`src/rtl/ptw_pkg.sv`:
```
package ptw_pkg;

  typedef enum logic [1:0] {
    TRAP_NONE    = 2'd0,
    TRAP_BOUNDS  = 2'd1,
    TRAP_INVALID = 2'd2,
    TRAP_PROT    = 2'd3
  } trap_e;

  typedef enum logic [2:0] {
    ST_IDLE,
    ST_L1_REQ,
    ST_L1_WAIT,
    ST_L2_REQ,
    ST_L2_WAIT,
    ST_RESP
  } walk_st_e;

  // entry flag positions; the read/write/execute flags follow each other
  localparam int PTE_V_BIT = 0;
  localparam int PTE_R_BIT = 1;
  localparam int N_PERM    = 3;

endpackage

```
`src/rtl/ptw_cfg_regs.sv`:
```
module ptw_cfg_regs #(
  parameter int ADDR_W = 32,
  parameter int LEN_W  = 21
) (
  input  logic              clk,
  input  logic              rst_n,
  input  logic              cfg_we,
  input  logic              cfg_priv,
  input  logic              cfg_sel,
  input  logic [ADDR_W-1:0] cfg_wdata,
  output logic [ADDR_W-1:0] tbl_base,
  output logic [LEN_W-1:0]  tbl_len,
  output logic              cfg_commit
);

  assign cfg_commit = cfg_we & cfg_priv;

  always_ff @(posedge clk or negedge rst_n) begin
    if (!rst_n) begin
      tbl_base <= '0;
      tbl_len  <= '0;
    end else if (cfg_commit) begin
      if (cfg_sel) tbl_len  <= cfg_wdata[LEN_W-1:0];
      else         tbl_base <= cfg_wdata;
    end
  end

endmodule

```
`src/rtl/ptw_pte_check.sv`:
```
module ptw_pte_check
  import ptw_pkg::*;
#(
  parameter int PTE_W  = 32,
  parameter int N_KIND = 4,
  localparam int KIND_W = $clog2(N_KIND)
) (
  input  logic [PTE_W-1:0]  pte,
  input  logic [KIND_W-1:0] kind,
  input  logic              at_leaf,
  output logic              pte_invalid,
  output logic              pte_denied
);

  logic [N_KIND-1:0] allow;

  for (genvar k = 0; k < N_KIND; k++) begin : g_kind
    if (k < N_PERM) begin : g_perm
      assign allow[k] = pte[PTE_R_BIT + k];
    end else begin : g_rsvd
      assign allow[k] = 1'b0;
    end
  end

  assign pte_invalid = ~pte[PTE_V_BIT];
  assign pte_denied  = at_leaf & pte[PTE_V_BIT] & ~allow[kind];

endmodule

```
`src/rtl/ptw_walk_fsm.sv`:
```
module ptw_walk_fsm
  import ptw_pkg::*;
#(
  parameter int ADDR_W = 32,
  parameter int OFF_W  = 12,
  parameter int IDX_W  = 10,
  parameter int LEN_W  = 21,
  parameter int KIND_W = 2
) (
  input  logic              clk,
  input  logic              rst_n,
  input  logic              req_valid,
  input  logic [ADDR_W-1:0] req_vaddr,
  input  logic [KIND_W-1:0] req_kind,
  output logic              req_ready,
  input  logic [ADDR_W-1:0] tbl_base,
  input  logic [LEN_W-1:0]  tbl_len,
  output logic              mem_req_valid,
  input  logic              mem_req_ready,
  output logic [ADDR_W-1:0] mem_req_addr,
  input  logic              mem_rsp_valid,
  input  logic [ADDR_W-1:0] mem_rsp_data,
  input  logic              chk_invalid,
  input  logic              chk_denied,
  output logic              at_leaf,
  output logic [KIND_W-1:0] kind_q,
  output logic              done,
  output logic [1:0]        trap,
  output logic [ADDR_W-1:0] paddr,
  output logic              ev_bounds,
  output logic              ev_invalid,
  output logic              ev_prot,
  output logic              ev_ok,
  output logic [ADDR_W-1:0] vaddr_q
);

  localparam int VPN_W  = ADDR_W - OFF_W;
  localparam int ENT_SH = 2;

  function automatic logic [ADDR_W-1:0] entry_addr(input logic [ADDR_W-1:0] tbl,
                                                   input logic [ADDR_W-1:0] idx);
    entry_addr = tbl + (idx << ENT_SH);
  endfunction

  function automatic logic [ADDR_W-1:0] frame_base(input logic [ADDR_W-1:0] pte);
    frame_base = {pte[ADDR_W-1:OFF_W], {OFF_W{1'b0}}};
  endfunction

  function automatic logic [ADDR_W-1:0] join_phys(input logic [ADDR_W-1:0] pte,
                                                  input logic [OFF_W-1:0]  off);
    join_phys = {pte[ADDR_W-1:OFF_W], off};
  endfunction

  walk_st_e          state_q;
  logic [ADDR_W-1:0] next_addr_q;
  trap_e             res_trap_q;
  logic [ADDR_W-1:0] res_paddr_q;

  logic accept;
  logic bounds_fail;
  logic rsp_l1;
  logic rsp_l2;
  logic [ADDR_W-1:0] outer_idx;
  logic [ADDR_W-1:0] inner_idx;

  assign req_ready     = (state_q == ST_IDLE);
  assign accept        = req_valid & req_ready;
  assign bounds_fail   = (LEN_W'(req_vaddr[ADDR_W-1:OFF_W]) >= tbl_len);
  assign outer_idx     = ADDR_W'(req_vaddr[ADDR_W-1:OFF_W+IDX_W]);
  assign inner_idx     = ADDR_W'(vaddr_q[OFF_W+IDX_W-1:OFF_W]);
  assign mem_req_valid = (state_q == ST_L1_REQ) | (state_q == ST_L2_REQ);
  assign mem_req_addr  = next_addr_q;
  assign at_leaf       = (state_q == ST_L2_WAIT);
  assign rsp_l1        = (state_q == ST_L1_WAIT) & mem_rsp_valid;
  assign rsp_l2        = (state_q == ST_L2_WAIT) & mem_rsp_valid;
  assign done          = (state_q == ST_RESP);
  assign trap          = res_trap_q;
  assign paddr         = res_paddr_q;

  assign ev_bounds  = accept & bounds_fail;
  assign ev_invalid = (rsp_l1 | rsp_l2) & chk_invalid;
  assign ev_prot    = rsp_l2 & chk_denied;
  assign ev_ok      = rsp_l2 & ~chk_invalid & ~chk_denied;

  always_ff @(posedge clk or negedge rst_n) begin
    if (!rst_n) begin
      state_q     <= ST_IDLE;
      next_addr_q <= '0;
      res_trap_q  <= TRAP_NONE;
      res_paddr_q <= '0;
      vaddr_q     <= '0;
      kind_q      <= '0;
    end else begin
      case (state_q)
        ST_IDLE: begin
          if (accept) begin
            vaddr_q     <= req_vaddr;
            kind_q      <= req_kind;
            next_addr_q <= entry_addr(tbl_base, outer_idx);
            if (bounds_fail) begin
              res_trap_q  <= TRAP_BOUNDS;
              res_paddr_q <= '0;
              state_q     <= ST_RESP;
            end else begin
              state_q <= ST_L1_REQ;
            end
          end
        end
        ST_L1_REQ: if (mem_req_ready) state_q <= ST_L1_WAIT;
        ST_L1_WAIT: begin
          if (mem_rsp_valid) begin
            if (chk_invalid) begin
              res_trap_q  <= TRAP_INVALID;
              res_paddr_q <= '0;
              state_q     <= ST_RESP;
            end else begin
              next_addr_q <= entry_addr(frame_base(mem_rsp_data), inner_idx);
              state_q     <= ST_L2_REQ;
            end
          end
        end
        ST_L2_REQ: if (mem_req_ready) state_q <= ST_L2_WAIT;
        ST_L2_WAIT: begin
          if (mem_rsp_valid) begin
            state_q <= ST_RESP;
            if (chk_invalid) begin
              res_trap_q  <= TRAP_INVALID;
              res_paddr_q <= '0;
            end else if (chk_denied) begin
              res_trap_q  <= TRAP_PROT;
              res_paddr_q <= '0;
            end else begin
              res_trap_q  <= TRAP_NONE;
              res_paddr_q <= join_phys(mem_rsp_data, vaddr_q[OFF_W-1:0]);
            end
          end
        end
        ST_RESP:  state_q <= ST_IDLE;
        default:  state_q <= ST_IDLE;
      endcase
    end
  end

endmodule

```
`src/rtl/ptw_top.sv`:
```
module ptw_top #(
  parameter int ADDR_W = 32,
  parameter int OFF_W  = 12,
  parameter int IDX_W  = 10
) (
  input  logic              clk,
  input  logic              rst_n,
  input  logic              cfg_we,
  input  logic              cfg_priv,
  input  logic              cfg_sel,
  input  logic [ADDR_W-1:0] cfg_wdata,
  input  logic              req_valid,
  output logic              req_ready,
  input  logic [ADDR_W-1:0] req_vaddr,
  input  logic [1:0]        req_kind,
  output logic              mem_req_valid,
  input  logic              mem_req_ready,
  output logic [ADDR_W-1:0] mem_req_addr,
  input  logic              mem_rsp_valid,
  input  logic [ADDR_W-1:0] mem_rsp_data,
  output logic              done,
  output logic [1:0]        trap,
  output logic [ADDR_W-1:0] paddr
);

  localparam int LEN_W  = ADDR_W - OFF_W + 1;
  localparam int N_KIND = 4;
  localparam int KIND_W = $clog2(N_KIND);

  logic [ADDR_W-1:0] tbl_base;
  logic [LEN_W-1:0]  tbl_len;
  logic              cfg_commit;
  logic              chk_invalid;
  logic              chk_denied;
  logic              at_leaf;
  logic [KIND_W-1:0] kind_q;
  logic              ev_bounds;
  logic              ev_invalid;
  logic              ev_prot;
  logic              ev_ok;
  logic [ADDR_W-1:0] vaddr_q;

  ptw_cfg_regs #(.ADDR_W(ADDR_W), .LEN_W(LEN_W)) u_cfg (
    .clk        (clk),
    .rst_n      (rst_n),
    .cfg_we     (cfg_we),
    .cfg_priv   (cfg_priv),
    .cfg_sel    (cfg_sel),
    .cfg_wdata  (cfg_wdata),
    .tbl_base   (tbl_base),
    .tbl_len    (tbl_len),
    .cfg_commit (cfg_commit)
  );

  ptw_pte_check #(.PTE_W(ADDR_W), .N_KIND(N_KIND)) u_chk_pte (
    .pte         (mem_rsp_data),
    .kind        (kind_q),
    .at_leaf     (at_leaf),
    .pte_invalid (chk_invalid),
    .pte_denied  (chk_denied)
  );

  ptw_walk_fsm #(
    .ADDR_W (ADDR_W),
    .OFF_W  (OFF_W),
    .IDX_W  (IDX_W),
    .LEN_W  (LEN_W),
    .KIND_W (KIND_W)
  ) u_walk (
    .clk           (clk),
    .rst_n         (rst_n),
    .req_valid     (req_valid),
    .req_vaddr     (req_vaddr),
    .req_kind      (req_kind),
    .req_ready     (req_ready),
    .tbl_base      (tbl_base),
    .tbl_len       (tbl_len),
    .mem_req_valid (mem_req_valid),
    .mem_req_ready (mem_req_ready),
    .mem_req_addr  (mem_req_addr),
    .mem_rsp_valid (mem_rsp_valid),
    .mem_rsp_data  (mem_rsp_data),
    .chk_invalid   (chk_invalid),
    .chk_denied    (chk_denied),
    .at_leaf       (at_leaf),
    .kind_q        (kind_q),
    .done          (done),
    .trap          (trap),
    .paddr         (paddr),
    .ev_bounds     (ev_bounds),
    .ev_invalid    (ev_invalid),
    .ev_prot       (ev_prot),
    .ev_ok         (ev_ok),
    .vaddr_q       (vaddr_q)
  );

endmodule

```
`config.mk`:
```
export PLATFORM = sky130hd
export DESIGN_NAME = ptw_top
export DESIGN_NICKNAME = d
export VERILOG_FILES = /design/src/rtl/ptw_pkg.sv /design/src/rtl/ptw_cfg_regs.sv /design/src/rtl/ptw_pte_check.sv /design/src/rtl/ptw_walk_fsm.sv /design/src/rtl/ptw_top.sv
export SDC_FILE = /design/constraint.sdc
export NUM_CORES = 1
export LEC_CHECK = 0
export ABC_AREA = 1
export ABC_CLOCK_PERIOD_IN_PS = 2700
export BUFFER_PORTS_ARGS = -buffer_cell sky130_fd_sc_hd__buf_4
export CAP_MARGIN = 20
export CORE_MARGIN = 2
export CORE_UTILIZATION = 55
export DETAILED_ROUTE_END_ITERATION = 7
export PLACE_DENSITY_LB_ADDON = 0.15
export SLEW_MARGIN = 20
export SYNTH_ARGS = -nofsm -noshare
export SYNTH_HDL_FRONTEND = slang
export SYNTH_SLANG_ARGS = --single-unit
export TNS_END_PERCENT = 50
```
`constraint.sdc`:
```
create_clock -name clk -period 2.7 [get_ports clk]
set_input_delay 0.54 -clock clk [delete_from_list [all_inputs] [get_ports clk]]
set_output_delay 0.54 -clock clk [all_outputs]
set_load 0.1 [all_outputs]
```
# After elaboration in Yosys (flattened, before gate mapping)
# Index checks and enable logic that the tools add are counted.
classes:
  n_addsub: 2
  div_mod_pow: 0
  mux: 30
  eq_ne: 13
  reduce_logical: 9
  magnitude_cmp: 2
  n_bitwise: 7
  multipliers: 0
  n_shift: 0
ops:
  columns: ["op", "n"]
  rows:
  - ["32-bit two-way mux", 10]
  - ["32-bit one-hot mux with 3 select lines", 1]
  - ["32-bit by 12-bit adder with 32-bit output", 2]
  - ["32-bit one-hot mux with 2 select lines", 1]
  - ["20-bit by 21-bit >= comparator with 1-bit output", 1]
  - ["3-bit two-way mux", 7]
  - ["2-bit != test (second input constant)", 8]
  - ["3-bit one-hot mux with 5 select lines", 1]
  - ["2-bit two-way mux", 7]
  - ["3-bit by 2-bit == test with 1-bit output (second input constant)", 2]
  - ["3-bit == test (second input constant)", 2]
  - ["2-bit one-hot mux with 3 select lines", 1]
  - ["2-bit AND reduction", 3]
  - ["6-bit AND reduction", 1]
  - ["5-bit AND reduction", 1]
  - ["1-bit bitwise AND", 4]
  - ["4-bit AND reduction", 1]
  - ["3-bit by 1-bit == test with 1-bit output (second input constant)", 1]
  - ["3-bit logical NOT", 1]
  - ["2-bit by 3-bit less-than comparator with 1-bit output (second input constant)", 1]
  - ["3-bit nonzero test", 1]
  - ["1-bit binary-select mux with 2-bit select", 1]
  - ["1-bit inverter", 2]
  - ["2-bit nonzero test", 1]
  - ["2 further kinds", 2]
totals:
  input_bits: 106
  wordCells: 71
  ram_bits: 0
  latch_bits: 0
  memories: 0
  regBits: 146
  rom_bits: 0
  out_inout_bits: 69

# Depth between registers and ports, before layout
# Gate-level depths: netlist (run 1).
depth:
  ltp_word: 8
  ltp_mapped: 14
  ltp_nobuf: 14

# Modules after synthesis
# From an unflattened synthesis (run 1), not the netlist that was laid out.
unflattened:
  cells_unflattened: 1146
  area_unflattened_um2: 8640.8
modules_own_cells:
  columns: ["module", "n_inst", "area_per_inst_um2", "seq_area_each_um2", "cells_per_inst"]
  rows:
  - ["ptw_walk_fsm", 1, 6404.9, 2577.5, 896]
  - ["ptw_cfg_regs", 1, 2189.6, 1326.3, 239]
  - ["ptw_pte_check", 1, 46.3, 0.0, 11]

# Least setup slack after synthesis (run 1)
# Ideal clock, no wire load.
synth_path:
  kind: "register to output"
  start: "reg u_walk.state_q[0]"
  end: "out done"
  path_buffers: 0
  stages_incl_launch_ff: 3
  arrival_time_ns: 2.546
  required_time_ns: 2.160
  setup_slack_ns: -0.386
  cell_sequence: "dfrtp_1 -> inv_1 -> nor3_1"
synth_between:
  elab_chain_cells: 1
synth_rtl:
  columns: ["element", "line_no", "rtl"]
  rows:
  - ["start, declared", "ptw_walk_fsm.sv:54", "walk_st_e state_q;"]
  - ["start signal, assigned", "ptw_walk_fsm.sv:87", "state_q <= ST_IDLE;"]
  - ["start signal, assigned", "ptw_walk_fsm.sv:103", "state_q <= ST_RESP;"]
  - ["start signal, assigned", "ptw_walk_fsm.sv:105", "state_q <= ST_L1_REQ;"]
  - ["3-bit == test", "ptw_walk_fsm.sv:76", "assign done = (state_q == ST_RESP);"]
  - ["end, declared", "ptw_top.sv:21", "output logic done,"]
# Every way passes these cells.

# Worst setup path after layout (run 1)
layout_path:
  start: "reg u_walk.state_q[2]"
  end: "reg u_walk.next_addr_q[6], in the netlist u_walk.mem_req_addr[6]"
layout_between:
  elab_chain_cells: 4
  word_cells_on_any_way: 9
  classes_between: "eq/ne: 4; mux: 1; bitwise: 1; reduce/logical: 3"
layout_rtl:
  columns: ["element", "line_no", "rtl"]
  rows:
  - ["3-bit logical NOT", "ptw_walk_fsm.sv:66, ptw_walk_fsm.sv:94", null]
  - ["1-bit bitwise AND", "ptw_walk_fsm.sv:67", "assign accept = req_valid & req_ready;"]
  - ["2-bit != test (no source line)", null, null]
  - ["4-bit AND reduction (no source line)", null, null]
  - ["end signal, assigned", "ptw_walk_fsm.sv:99", "next_addr_q <= entry_addr(tbl_base, outer_idx);"]
  - ["end signal, assigned", "ptw_walk_fsm.sv:117", "next_addr_q <= entry_addr(frame_base(mem_rsp_data), inner_idx);"]
  - ["end, declared", "ptw_walk_fsm.sv:55", "logic [ADDR_W-1:0] next_addr_q;"]
# Parallel ways exist; a longest one is shown, timed or not.
# A chain may end at the register's enable or synchronous reset.

==> run_summary.xml, run 1 <==
<?xml version="1.0" encoding="UTF-8"?>
<metrics>
  <group name="timing">
    <metric name="finalSetupViolCount" unit="">0</metric>
    <metric name="final.setup_skew" unit="ns">0.00905</metric>
    <metric name="finalHoldViolations" unit="">0</metric>
    <metric name="setup_total_negative_slack" unit="ns">0</metric>
    <metric name="finalHoldWorstSlack" unit="ns">0.0771</metric>
    <metric name="slew_violations" unit="">0</metric>
    <metric name="timing.final.crit_share" unit="">0.900</metric>
    <metric name="rsz_0062_raised_after_global_routing" unit="">no</metric>
    <metric name="max_slew_margin" unit="">0.306</metric>
    <metric name="worst-slew-pin-transition" unit="ns">1.04</metric>
    <metric name="timing.fmax" unit="GHz">0.411</metric>
    <metric name="min_period" unit="ns">2.43</metric>
  </group>
  <group name="placed_design">
    <metric name="detailed_place.area" unit="µm²">9520</metric>
    <metric name="place_congestion" unit="">0.913</metric>
    <metric name="portBuffers" unit="">166</metric>
    <metric name="hpwlAfterDp" unit="µm">15900</metric>
  </group>
  <group name="clocking">
    <metric name="cts_tree" unit="">done</metric>
    <metric name="cts-root-to-sink-buffers" unit="">2</metric>
    <metric name="clk_transition_reported_paths" unit="ns">0.06</metric>
    <metric name="cts_hold_repair.buffers" unit="">0</metric>
    <metric name="cts-root-buf" unit="">sky130_fd_sc_hd__clkbuf_16</metric>
    <metric name="cts_setup_buffers" unit="">0</metric>
    <metric name="post_cts_resize_count" unit="">0</metric>
    <metric name="clock_insertion_delay_worst_skew" unit="ns">0.43</metric>
    <metric name="clock_sinks" unit="">146</metric>
    <metric name="cts_made_buffers" unit="">17</metric>
    <metric name="htreeDepth" unit="">4</metric>
  </group>
  <group name="pwr">
    <metric name="totalPowerFinal" unit="mW">12.3</metric>
    <metric name="static-leakage-power" unit="nW">5.67</metric>
    <metric name="p_per_area" unit="nW/µm²">1220</metric>
    <metric name="worst_ir_drop_vdd" unit="mV">0.656</metric>
  </group>
  <group name="critical_path">
    <metric name="crit_path_start_kind" unit="">flip-flop</metric>
    <metric name="setup.worst_path.class" unit="">reg2reg</metric>
    <metric name="critical_path.max_fanout" unit="">42</metric>
    <metric name="cp_data_arrival_time" unit="ns">2.74</metric>
    <metric name="crit_required" unit="ns">3.01</metric>
    <metric name="cp-end-kind" unit="">flip-flop</metric>
  </group>
  <group name="grt">
    <metric name="track_usage" unit="">0.280</metric>
    <metric name="grt_pass1_wl" unit="µm">35500</metric>
    <metric name="gr_overflow_total" unit="">0</metric>
    <metric name="first_global_vias" unit="">7188</metric>
    <metric name="pin_count_of_the_biggest_net_entering_global_routing" unit="">57</metric>
    <metric name="grt_antenna_before_repair" unit="">0</metric>
  </group>
  <group name="floorplan">
    <metric name="ioPinCount" unit="">175</metric>
    <metric name="initial_util" unit="">0.558</metric>
    <metric name="core_area" unit="µm²">14400</metric>
    <metric name="die-width" unit="µm">125</metric>
    <metric name="die_height" unit="µm">125</metric>
    <metric name="die-area" unit="µm²">15600</metric>
    <metric name="placementRows" unit="">44</metric>
  </group>
  <group name="cells_and_area">
    <metric name="synthToLayoutAreaGrowth" unit="%">25.9</metric>
    <metric name="final_design_area_no_fill" unit="µm²">10100</metric>
    <metric name="num_antenna_cells" unit="">0</metric>
    <metric name="post_route_cells_drive_above_1_share" unit="">0.190</metric>
    <metric name="num-nets-final" unit="">1389</metric>
  </group>
  <group name="route">
    <metric name="first_pass_iters" unit="">5</metric>
    <metric name="routed_via_density" unit="">5.19</metric>
    <metric name="antenna_violating_nets_post_route" unit="">0</metric>
    <metric name="dr.first_iter.drc_count" unit="">546</metric>
    <metric name="routedWlPerCell" unit="µm">14.7</metric>
    <metric name="route.vias.total" unit="">7520</metric>
    <metric name="route.final.wire_length" unit="µm">21300</metric>
    <metric name="drc_errors" unit="">0</metric>
  </group>
  <group name="synthesis">
    <metric name="yosys_warnings" unit="">0</metric>
    <metric name="synth.avg_cell_area" unit="µm²">7.40</metric>
    <metric name="synth-seq-cells" unit="">146</metric>
    <metric name="synth_area" unit="µm²">8060</metric>
    <metric name="synthCells" unit="">1088</metric>
    <metric name="synth-seq-area-share" unit="">0.454</metric>
    <metric name="mappedNetlistNets" unit="">1225</metric>
    <metric name="synth.lib_cells_used.distinct" unit="">35</metric>
  </group>
  <group name="run">
    <metric name="drv_cap" unit="">0</metric>
  </group>
  <group name="min_path">
    <metric name="min-delay-path-class" unit="">in2async</metric>
  </group>
  <group name="outcome">
    <metric name="run_status" unit="">complete, no violations</metric>
  </group>
</metrics>
[cell usage in the layout (no fill, tap or decap), drive strengths merged, types with 2 or more instances in the layout]
master	instances
xor2	6
nand4	11
clkinvlp	3
a21oi	68
nor3	12
nand3	90
o21ai	62
dfrtp	146
clkinv	2
mux2	10
bufinv	3
buf	183
nand2	342
ha	30
a31oi	4
nor2	116
inv	143
clkbuf	19
nand3b	6
[final cells by class]
cell class                      instances  area, µm²
Clock inverter                         13        173
Timing Repair Buffer                  183       1420
Clock buffer                           19        443
Multi-Input combinational cell        766       3710
Sequential cell                       146       3650
Tap cell                              184        230
Inverter                              138        518
Fill cell                            1225       4290
[report_power, final]
group          switching (mW)  internal [mW]
Combinational            5.03           1.53
Sequential              0.441           2.89
Clock                   0.954           1.49
[flip-flops by register name, summed over array words and instances (netlist names)]
register / cells
u_walk.paddr: 32
u_walk.trap: 2
u_cfg.tbl_len: 21
u_walk.state_q: 3
u_walk.vaddr_q: 22
u_walk.kind_q: 2
u_walk.mem_req_addr: 32
u_cfg.tbl_base: 32
[per-stage QoR]
stage / utilization / std cells / worst slack [ns]
floorplan: - / 1088 / 0.439
global placement: 0.660 / 1417 / 0.237
detailed placement: 0.660 / 1417 / 0.191
CTS: 0.703 / 1449 / 0.272
global route: 0.703 / 1449 / 0.0451
finish: 0.703 / 1449 / 0.270
[synthesized netlist by cell type, drive strengths merged]
cell    instances  area [µm²]
xor2            6        52.6
a21o            1        7.51
or2             1        8.76
o22a            1        8.76
a21oi          68         340
nor3           12        71.3
nor3b           1        7.51
nand3          90         450
nand3b          6        45.0
and2            1        6.26
nand4          11        68.8
and3            1        6.26
xnor2           1        8.76
clkbuf         29         109
inv           138         518
ha             30         375
a31oi           4        25.0
dfrtp         146        3650
mux2           10         113
nor2          116         463
o21ai          62         314
nand2         342        1290
buf             9        81.3
o21bai          1        7.51
fa              1        20.0
[critical path, stage by stage (launching register included)]
cell                      delay [ns]
sky130_fd_sc_hd__dfrtp_1        0.42
sky130_fd_sc_hd__inv_2          0.14
sky130_fd_sc_hd__nand2_2        0.10
sky130_fd_sc_hd__nor2_4         0.11
sky130_fd_sc_hd__buf_4          0.35
sky130_fd_sc_hd__nand2_1        0.14
sky130_fd_sc_hd__nand2_1        0.19
sky130_fd_sc_hd__o21ai_4        0.30
sky130_fd_sc_hd__inv_2          0.28
sky130_fd_sc_hd__o21ai_0        0.12
sky130_fd_sc_hd__o22a_1         0.16
[per-layer routing]
| layer | GRT usage | up-vias | routed length [µm] |
|---|---|---|---|
| met5 | 0 | - | 0 |
| met4 | 0.0739 | 0 | 288 |
| met3 | 0.0505 | 25 | 1200 |
| met2 | 0.449 | 235 | 9880 |
| met1 | 0.398 | 3482 | 9900 |
| li1 | - | 3778 | - |
[path summary, 6_finish.rpt]
path	end	depth (start not counted)	slack, ns	start
max	u_walk.mem_req_addr[6]	10	0.27	u_walk.state_q[2]
min	u_walk.paddr[6]	1	0.08	rst_n
max reg2reg	u_walk.mem_req_addr[6]	10	0.27	u_walk.state_q[2]
min reg2reg	u_walk.paddr[6]	2	0.47	u_walk.paddr[6]
max in group asynchronous	u_walk.mem_req_addr[12]	2	1.97	rst_n
min in group clk	u_cfg.tbl_base[31]	2	0.35	cfg_wdata[31]
[logic make-up (layout without fill, tap and decap cells)]
| family | after synthesis | in the layout | share of synthesized area |
|---|---|---|---|
| AO/OA/AOI/OAI | 137 | 137 | 0.0873 |
| AND/OR/NAND/NOR | 581 | 581 | 0.301 |
| multiplexers | 10 | 10 | 0.0140 |
| buffers and inverters | 176 | 353 | 0.0879 |
| XOR/XNOR | 7 | 7 | 0.00761 |
| flip-flops | 146 | 146 | 0.454 |
| adder cells (fa/ha/maj) | 31 | 31 | 0.0491 |
Note: power is estimated with default switching activity, not from simulation.
==> inputs of run 2 (changes only) <==
--- a/config.mk
+++ b/config.mk
@@ -12,7 +12,7 @@
 export CORE_MARGIN = 2
 export CORE_UTILIZATION = 55
 export DETAILED_ROUTE_END_ITERATION = 7
-export PLACE_DENSITY_LB_ADDON = 0.15
+export PLACE_DENSITY = 0.84
 export SLEW_MARGIN = 20
 export SYNTH_ARGS = -nofsm -noshare
 export SYNTH_HDL_FRONTEND = slang
==> run_summary.xml, run 2 (same netlist as run 1, synthesis figures left out) <==
<?xml version="1.0" encoding="UTF-8"?>
<metrics>
  <group name="cells_and_area">
    <metric name="postLayoutCoreUtil" unit="">0.698</metric>
    <metric name="num_antenna_cells" unit="">0</metric>
    <metric name="final_common_cell" unit="">sky130_fd_sc_hd__nand2_1</metric>
    <metric name="post_route_cells_drive_above_1_share" unit="">0.186</metric>
    <metric name="num-fill-cells" unit="">1150</metric>
    <metric name="most-common-layout-cells" unit="">sky130_fd_sc_hd__nand2_1, sky130_fd_sc_hd__buf_4, sky130_fd_sc_hd__dfrtp_1, sky130_fd_sc_hd__inv_1, sky130_fd_sc_hd__nor2_1</metric>
    <metric name="final_design_area_no_fill" unit="µm²">10100</metric>
    <metric name="synthToLayoutAreaGrowth" unit="%">25.0</metric>
    <metric name="num-nets-final" unit="">1386</metric>
    <metric name="instances_no_fill" unit="">1444</metric>
  </group>
  <group name="pwr">
    <metric name="worst_ir_drop_vdd" unit="mV">0.579</metric>
    <metric name="p_per_area" unit="nW/µm²">1210</metric>
    <metric name="static-leakage-power" unit="nW">5.63</metric>
  </group>
  <group name="clocking">
    <metric name="cts_hold_repair.buffers" unit="">0</metric>
    <metric name="cts-root-to-sink-buffers" unit="">2</metric>
    <metric name="cts_setup_buffers" unit="">0</metric>
    <metric name="clock_sinks" unit="">146</metric>
    <metric name="cts_made_buffers" unit="">17</metric>
    <metric name="cts-root-buf" unit="">sky130_fd_sc_hd__clkbuf_16</metric>
    <metric name="post_cts_resize_count" unit="">0</metric>
    <metric name="clk_transition_reported_paths" unit="ns">0.06</metric>
    <metric name="clock_insertion_delay_worst_skew" unit="ns">0.43</metric>
    <metric name="cts_tree" unit="">done</metric>
    <metric name="htreeDepth" unit="">4</metric>
  </group>
  <group name="placed_design">
    <metric name="detailed_place.area" unit="µm²">9500</metric>
    <metric name="place_congestion" unit="">0.919</metric>
    <metric name="dp.cells" unit="">1414</metric>
    <metric name="hpwlAfterDp" unit="µm">15600</metric>
    <metric name="portBuffers" unit="">166</metric>
  </group>
  <group name="critical_path">
    <metric name="cp_slowest_cell" unit="">sky130_fd_sc_hd__o21ai_4</metric>
    <metric name="critical_path.max_fanout" unit="">41</metric>
    <metric name="critical-path-top-cell-by-count" unit="">sky130_fd_sc_hd__inv_2</metric>
    <metric name="path_cells" unit="">inv_2, nand2_2, nor2_4, inv_2, o21ai_4, inv_2, o22a_1</metric>
    <metric name="setup.worst_path.class" unit="">reg2reg</metric>
    <metric name="crit_required" unit="ns">3.02</metric>
    <metric name="cpPeakStageDelay" unit="ns">0.76</metric>
    <metric name="cp_data_arrival_time" unit="ns">2.58</metric>
    <metric name="cp-end-kind" unit="">flip-flop</metric>
    <metric name="crit_path_start_kind" unit="">flip-flop</metric>
  </group>
  <group name="grt">
    <metric name="first_global_vias" unit="">7185</metric>
    <metric name="grt_pass1_wl" unit="µm">35100</metric>
    <metric name="grt_antenna_before_repair" unit="">0</metric>
    <metric name="pin_count_of_the_biggest_net_entering_global_routing" unit="">60</metric>
    <metric name="track_usage" unit="">0.278</metric>
    <metric name="gr_overflow_total" unit="">0</metric>
  </group>
  <group name="timing">
    <metric name="worst-slew-pin-transition" unit="ns">0.994</metric>
    <metric name="finalSetupViolCount" unit="">0</metric>
    <metric name="rsz_0062_raised_after_global_routing" unit="">no</metric>
    <metric name="timing.final.crit_share" unit="">0.839</metric>
    <metric name="min_period" unit="ns">2.27</metric>
    <metric name="finalHoldViolations" unit="">0</metric>
    <metric name="setup_total_negative_slack" unit="ns">0</metric>
    <metric name="max_slew_margin" unit="">0.335</metric>
    <metric name="timing.fmax" unit="GHz">0.441</metric>
    <metric name="final.setup_skew" unit="ns">0.00691</metric>
    <metric name="slew_violations" unit="">0</metric>
  </group>
  <group name="route">
    <metric name="antenna_violating_nets_post_route" unit="">0</metric>
    <metric name="routed_via_density" unit="">5.28</metric>
    <metric name="top_signal_layer_used" unit="">met4</metric>
    <metric name="routed-wl-met3" unit="µm">1460</metric>
    <metric name="route.vias.total" unit="">7619</metric>
    <metric name="first_pass_iters" unit="">5</metric>
    <metric name="dr.first_iter.drc_count" unit="">748</metric>
    <metric name="met1Wirelength" unit="µm">9400</metric>
    <metric name="drc_errors" unit="">0</metric>
    <metric name="route.final.wire_length" unit="µm">21200</metric>
    <metric name="wl_met2" unit="µm">9910</metric>
    <metric name="routedWlPerCell" unit="µm">14.7</metric>
  </group>
  <group name="floorplan">
    <metric name="core_area" unit="µm²">14400</metric>
    <metric name="die-width" unit="µm">125</metric>
    <metric name="die-area" unit="µm²">15600</metric>
    <metric name="ioPinCount" unit="">175</metric>
    <metric name="placementRows" unit="">44</metric>
    <metric name="die_height" unit="µm">125</metric>
    <metric name="initial_util" unit="">0.558</metric>
  </group>
  <group name="outcome">
    <metric name="run_status" unit="">complete, no violations</metric>
  </group>
  <group name="run">
    <metric name="drv_cap" unit="">0</metric>
  </group>
  <group name="min_path">
    <metric name="min-delay-path-class" unit="">in2async</metric>
  </group>
</metrics>
[run 2: through the flow]
step	power (mW)	setup slack (ns)	hold slack (ns)
finish	12.2	0.434	0.0830
global route	12.8	0.237	0.125
floorplan	8.42	0.439	0.244
detailed placement	9.86	0.230	0.460
global placement	9.75	0.268	0.456
CTS	12.2	0.458	0.0985
[run 2: final cells by class]
class | count | area [µm²] | area share
inverters | 138 | 518 | 0.0514
well taps | 184 | 230 | 0.0229
clock buffers | 21 | 460 | 0.0457
multi-input cells | 766 | 3710 | 0.368
flip-flops and latches | 146 | 3650 | 0.363
repair buffers | 180 | 1390 | 0.138
clock inverters | 9 | 109 | 0.0108
[run 2: path summary, 6_finish.rpt]
kind	depth (start not counted)	start	slack (ns)	end
max	7	u_walk.state_q[2]	0.43	u_walk.mem_req_addr[6]
min	1	rst_n	0.08	u_walk.paddr[26]
max reg2reg	7	u_walk.state_q[2]	0.43	u_walk.mem_req_addr[6]
min reg2reg	2	u_walk.paddr[6]	0.47	u_walk.paddr[6]
max in group asynchronous	2	rst_n	1.82	u_cfg.tbl_len[5]
min in group clk	2	cfg_wdata[31]	0.34	u_cfg.tbl_base[31]
[run 2: where the power goes]
group / switching (mW) / internal, mW / total (mW)
clock network: 0.913 / 1.39 / 2.31
logic: 5.03 / 1.51 / 6.54
registers: 0.454 / 2.89 / 3.35
total: 6.39 / 5.80 / 12.2
[run 2: critical path, delay by kind of cell (launching register included)]
kind	cells	cell delay (ns)
AO/OA/AOI/OAI	2	1.04
flip-flops	1	0.42
buffers and inverters	3	0.46
AND/OR/NAND/NOR	2	0.22
[run 2: metal layers]
layer	global-route usage	up-vias
li1	-	3762
met1	0.385	3547
met2	0.448	271
met3	0.0565	39
met4	0.0837	0
met5	0	-
==> inputs of run 3 (changes only) <==
--- a/config.mk
+++ b/config.mk
@@ -5,14 +5,14 @@
 export SDC_FILE = /design/constraint.sdc
 export NUM_CORES = 1
 export LEC_CHECK = 0
-export ABC_AREA = 1
-export ABC_CLOCK_PERIOD_IN_PS = 2700
+export ABC_AREA = 0
+export ABC_CLOCK_PERIOD_IN_PS = 1900
 export BUFFER_PORTS_ARGS = -buffer_cell sky130_fd_sc_hd__buf_4
 export CAP_MARGIN = 20
 export CORE_MARGIN = 2
-export CORE_UTILIZATION = 55
+export CORE_UTILIZATION = 49
 export DETAILED_ROUTE_END_ITERATION = 7
-export PLACE_DENSITY = 0.84
+export PLACE_DENSITY = 0.8
 export SLEW_MARGIN = 20
 export SYNTH_ARGS = -nofsm -noshare
 export SYNTH_HDL_FRONTEND = slang
==> constraint.sdc (replaced) <==
create_clock -name clk -period 1.9 [get_ports clk]
set_input_delay 0.38 -clock clk [delete_from_list [all_inputs] [get_ports clk]]
set_output_delay 0.38 -clock clk [all_outputs]
set_load 0.1 [all_outputs]
==> run_summary.xml, run 3 <==
<?xml version="1.0" encoding="UTF-8"?>
<metrics>
  <group name="route">
    <metric name="antenna_violating_nets_post_route" unit="">0</metric>
    <metric name="drc_errors" unit="">0</metric>
    <metric name="first_pass_iters" unit="">5</metric>
    <metric name="route.vias.total" unit="">6391</metric>
    <metric name="routedWlPerCell" unit="µm">19.9</metric>
    <metric name="dr.first_iter.drc_count" unit="">617</metric>
    <metric name="routed_via_density" unit="">5.80</metric>
    <metric name="route.final.wire_length" unit="µm">21900</metric>
  </group>
  <group name="synthesis">
    <metric name="synth-seq-area-share" unit="">0.504</metric>
    <metric name="synth.lib_cells_used.distinct" unit="">59</metric>
    <metric name="synth_largest_area_cell" unit="">sky130_fd_sc_hd__dfrtp_1</metric>
    <metric name="yosys.cell_count.top_type" unit="">sky130_fd_sc_hd__dfrtp_1</metric>
    <metric name="yosys_warnings" unit="">0</metric>
    <metric name="synth_edf_count" unit="">0</metric>
    <metric name="postSynth.topFlopCell" unit="">sky130_fd_sc_hd__dfrtp_1</metric>
    <metric name="mappedNetlistNets" unit="">818</metric>
    <metric name="synth.avg_cell_area" unit="µm²">10.7</metric>
    <metric name="yosysTopAreaCellShare" unit="">0.504</metric>
    <metric name="synth-async-reset-ratio" unit="">1.00</metric>
    <metric name="ys_top_cells_by_area" unit="">sky130_fd_sc_hd__dfrtp_1, sky130_fd_sc_hd__mux2_2, sky130_fd_sc_hd__nand2_1, sky130_fd_sc_hd__ha_1, sky130_fd_sc_hd__a22o_1</metric>
    <metric name="synth-seq-cells" unit="">146</metric>
    <metric name="synth_top_cells_by_count" unit="">sky130_fd_sc_hd__dfrtp_1, sky130_fd_sc_hd__nand2_1, sky130_fd_sc_hd__mux2_2, sky130_fd_sc_hd__a22o_1</metric>
    <metric name="synth_area" unit="µm²">7260</metric>
    <metric name="synthCells" unit="">681</metric>
  </group>
  <group name="pwr">
    <metric name="worst_ir_drop_vdd" unit="mV">0.940</metric>
    <metric name="static-leakage-power" unit="nW">4.94</metric>
    <metric name="totalPowerFinal" unit="mW">17.2</metric>
    <metric name="p_per_area" unit="nW/µm²">1650</metric>
  </group>
  <group name="floorplan">
    <metric name="core_area" unit="µm²">14500</metric>
    <metric name="placementRows" unit="">44</metric>
    <metric name="die-width" unit="µm">126</metric>
    <metric name="initial_util" unit="">0.501</metric>
    <metric name="die-area" unit="µm²">15800</metric>
    <metric name="ioPinCount" unit="">175</metric>
    <metric name="die_height" unit="µm">126</metric>
  </group>
  <group name="outcome">
    <metric name="run_status" unit="">complete, but fails checks</metric>
    <metric name="violations" unit="">setup timing</metric>
  </group>
  <group name="timing">
    <metric name="setup_ws" unit="ns">-0.339</metric>
    <metric name="final.setup_skew" unit="ns">0.0105</metric>
    <metric name="finalHoldWorstSlack" unit="ns">0.144</metric>
    <metric name="setup_total_negative_slack" unit="ns">-16.42</metric>
    <metric name="finalHoldViolations" unit="">0</metric>
    <metric name="slew_violations" unit="">0</metric>
    <metric name="finalSetupViolCount" unit="">60</metric>
    <metric name="timing.final.crit_share" unit="">1.18</metric>
    <metric name="min_period" unit="ns">2.24</metric>
    <metric name="rsz_0062_raised_after_global_routing" unit="">yes</metric>
    <metric name="max_slew_margin" unit="">0.718</metric>
    <metric name="worst-slew-pin-transition" unit="ns">0.422</metric>
    <metric name="timing.fmax" unit="GHz">0.447</metric>
  </group>
  <group name="min_path">
    <metric name="hold_depth" unit="">3</metric>
    <metric name="worstHoldEndpoint" unit="">u_walk.kind_q[0]</metric>
    <metric name="hold_path.startpoint" unit="">req_kind[0]</metric>
    <metric name="min-delay-path-class" unit="">in2reg</metric>
  </group>
  <group name="critical_path">
    <metric name="critical_path.max_fanout" unit="">8</metric>
    <metric name="crit_path_start_kind" unit="">flip-flop</metric>
    <metric name="timing.reg2reg.setup_slack" unit="ns">-0.34</metric>
    <metric name="reg2regPathDepth" unit="">9</metric>
    <metric name="setup.worst_path.class" unit="">reg2reg</metric>
    <metric name="cpPeakStageDelay" unit="ns">0.38</metric>
    <metric name="cp_data_arrival_time" unit="ns">2.55</metric>
    <metric name="timing.rr.end" unit="">u_walk.paddr[9]</metric>
    <metric name="cp-end-kind" unit="">flip-flop</metric>
    <metric name="cp_slowest_cell" unit="">sky130_fd_sc_hd__or3_4</metric>
    <metric name="path_cells" unit="">inv_1, ha_4, nand4b_1, or3_4, o22ai_2, a21oi_2, a31o_4, clkbuf_16, a22o_1</metric>
    <metric name="crit_required" unit="ns">2.21</metric>
    <metric name="timing.rr.start" unit="">u_cfg.tbl_len[19]</metric>
  </group>
  <group name="cells_and_area">
    <metric name="num-nets-final" unit="">1043</metric>
    <metric name="num-fill-cells" unit="">949</metric>
    <metric name="synthToLayoutAreaGrowth" unit="%">43.5</metric>
    <metric name="most-common-layout-cells" unit="">sky130_fd_sc_hd__buf_4, sky130_fd_sc_hd__dfrtp_1, sky130_fd_sc_hd__nand2_1, sky130_fd_sc_hd__mux2_2, sky130_fd_sc_hd__a22o_1</metric>
    <metric name="num_antenna_cells" unit="">0</metric>
    <metric name="final_common_cell" unit="">sky130_fd_sc_hd__buf_4</metric>
    <metric name="post_route_cells_drive_above_1_share" unit="">0.435</metric>
  </group>
  <group name="grt">
    <metric name="track_usage" unit="">0.269</metric>
    <metric name="pin_count_of_the_biggest_net_entering_global_routing" unit="">46</metric>
    <metric name="grt_pass1_wl" unit="µm">33200</metric>
    <metric name="grt_antenna_before_repair" unit="">0</metric>
    <metric name="gr_overflow_total" unit="">0</metric>
    <metric name="first_global_vias" unit="">6280</metric>
  </group>
  <group name="placed_design">
    <metric name="portBuffers" unit="">166</metric>
    <metric name="place_worst_setup_slack" unit="ns">-0.672</metric>
    <metric name="place_congestion" unit="">0.913</metric>
    <metric name="hpwlAfterDp" unit="µm">14400</metric>
  </group>
  <group name="clocking">
    <metric name="cts-root-buf" unit="">sky130_fd_sc_hd__clkbuf_16</metric>
    <metric name="clock_sinks" unit="">146</metric>
    <metric name="clk_transition_reported_paths" unit="ns">0.06</metric>
    <metric name="clock_insertion_delay_worst_skew" unit="ns">0.43</metric>
    <metric name="cts-root-to-sink-buffers" unit="">2</metric>
    <metric name="cts_tree" unit="">done</metric>
    <metric name="cts_made_buffers" unit="">17</metric>
    <metric name="htreeDepth" unit="">4</metric>
  </group>
  <group name="run">
    <metric name="drv_cap" unit="">0</metric>
  </group>
</metrics>
==> run 3: cell count changes in the layout (fill, tap and decap cells not counted), sizes merged, moves of 7 or more <==
cell,delta
inv,-108
nand2,-199
nand3,-81
o221ai,+20
o21ai,-42
mux2,+43
a21oi,-46
a22o,+34
xnor2,+14
mux2i,+10
nor2,-100
buf,+58
and3,+7
==> run 3: logic make-up after synthesis <==
| group | share of synthesized area |
|---|---|
| AOI/OAI and AO/OA | 0.152 |
| DFF | 0.504 |
| buffers and inverters | 0.0376 |
| adders and majority gates | 0.0545 |
| xor gates and xnor gates | 0.0290 |
| muxes | 0.0961 |
| and+or+nand+nor | 0.127 |
==> run 3: worst max path at each step <==
stage,from,endpoint,depth (start not counted)
floorplan,u_walk.state_q[1],u_walk.mem_req_addr[14],8
global placement,req_vaddr[22],u_walk.mem_req_addr[26],9
detailed placement,req_vaddr[22],u_walk.mem_req_addr[26],9
CTS,u_cfg.tbl_base[2],u_walk.mem_req_addr[30],8
global route,u_cfg.tbl_base[2],u_walk.mem_req_addr[20],8
finish,u_cfg.tbl_len[19],u_walk.paddr[9],9
==> run 3: area by class of cell <==
| cell class | count | area (µm²) | share of cell area |
|---|---|---|---|
| multi-input combinational | 469 | 3780 | 0.364 |
| sequential | 146 | 3660 | 0.351 |
| timing repair buffer | 241 | 1970 | 0.189 |
| clock buffer | 20 | 467 | 0.0448 |
| tap | 184 | 230 | 0.0221 |
| clock inverter | 10 | 181 | 0.0174 |
| inverter | 31 | 121 | 0.0117 |
==> run 3: metrics by stage <==
| step | util | cells | instance area (µm²) |
|---|---|---|---|
| finish | 0.719 | 1101 | 10400 |
| global route | 0.719 | 1101 | 10400 |
| CTS | 0.701 | 1095 | 10100 |
| detailed placement | 0.637 | 1062 | 9230 |
| global placement | 0.637 | 1062 | 9230 |
| floorplan | - | 681 | 7350 |
==> run 3: worst max-delay path: cells and delay by family (launching register included) <==
family / cells / cell delay (ns)
fa+ha+maj: 1 / 0.28
flops: 1 / 0.34
buf+inv: 2 / 0.24
compound gates: 4 / 0.70
simple gates: 2 / 0.56
==> run 3: routing by layer <==
metal / share of wire / track usage / vias up
met5: 0 / 0 / -
met4: 0.032 / 0.0856 / 0
met3: 0.062 / 0.0612 / 56
met2: 0.48 / 0.425 / 279
met1: 0.43 / 0.371 / 3172
li1: - / - / 2884
==> run 3: repair_timing <==
action / CTS / global route
resized for setup: 47 / 24
hold buffers: 1 / 0
hold endpoints to repair: 27 / 0
pin swaps: 24 / 12
setup endpoints to repair: 63 / 65
cloned: 1 / 3
buffers inserted: 1 / 3
==> run 3: power breakdown <==
| part | leakage, nW | switching, mW | internal [mW] | total (mW) |
|---|---|---|---|---|
| sequential | 1.82 | 0.692 | 4.05 | 4.75 |
| clock | 0.318 | 1.30 | 2.41 | 3.71 |
| combinational | 2.80 | 6.04 | 2.66 | 8.70 |
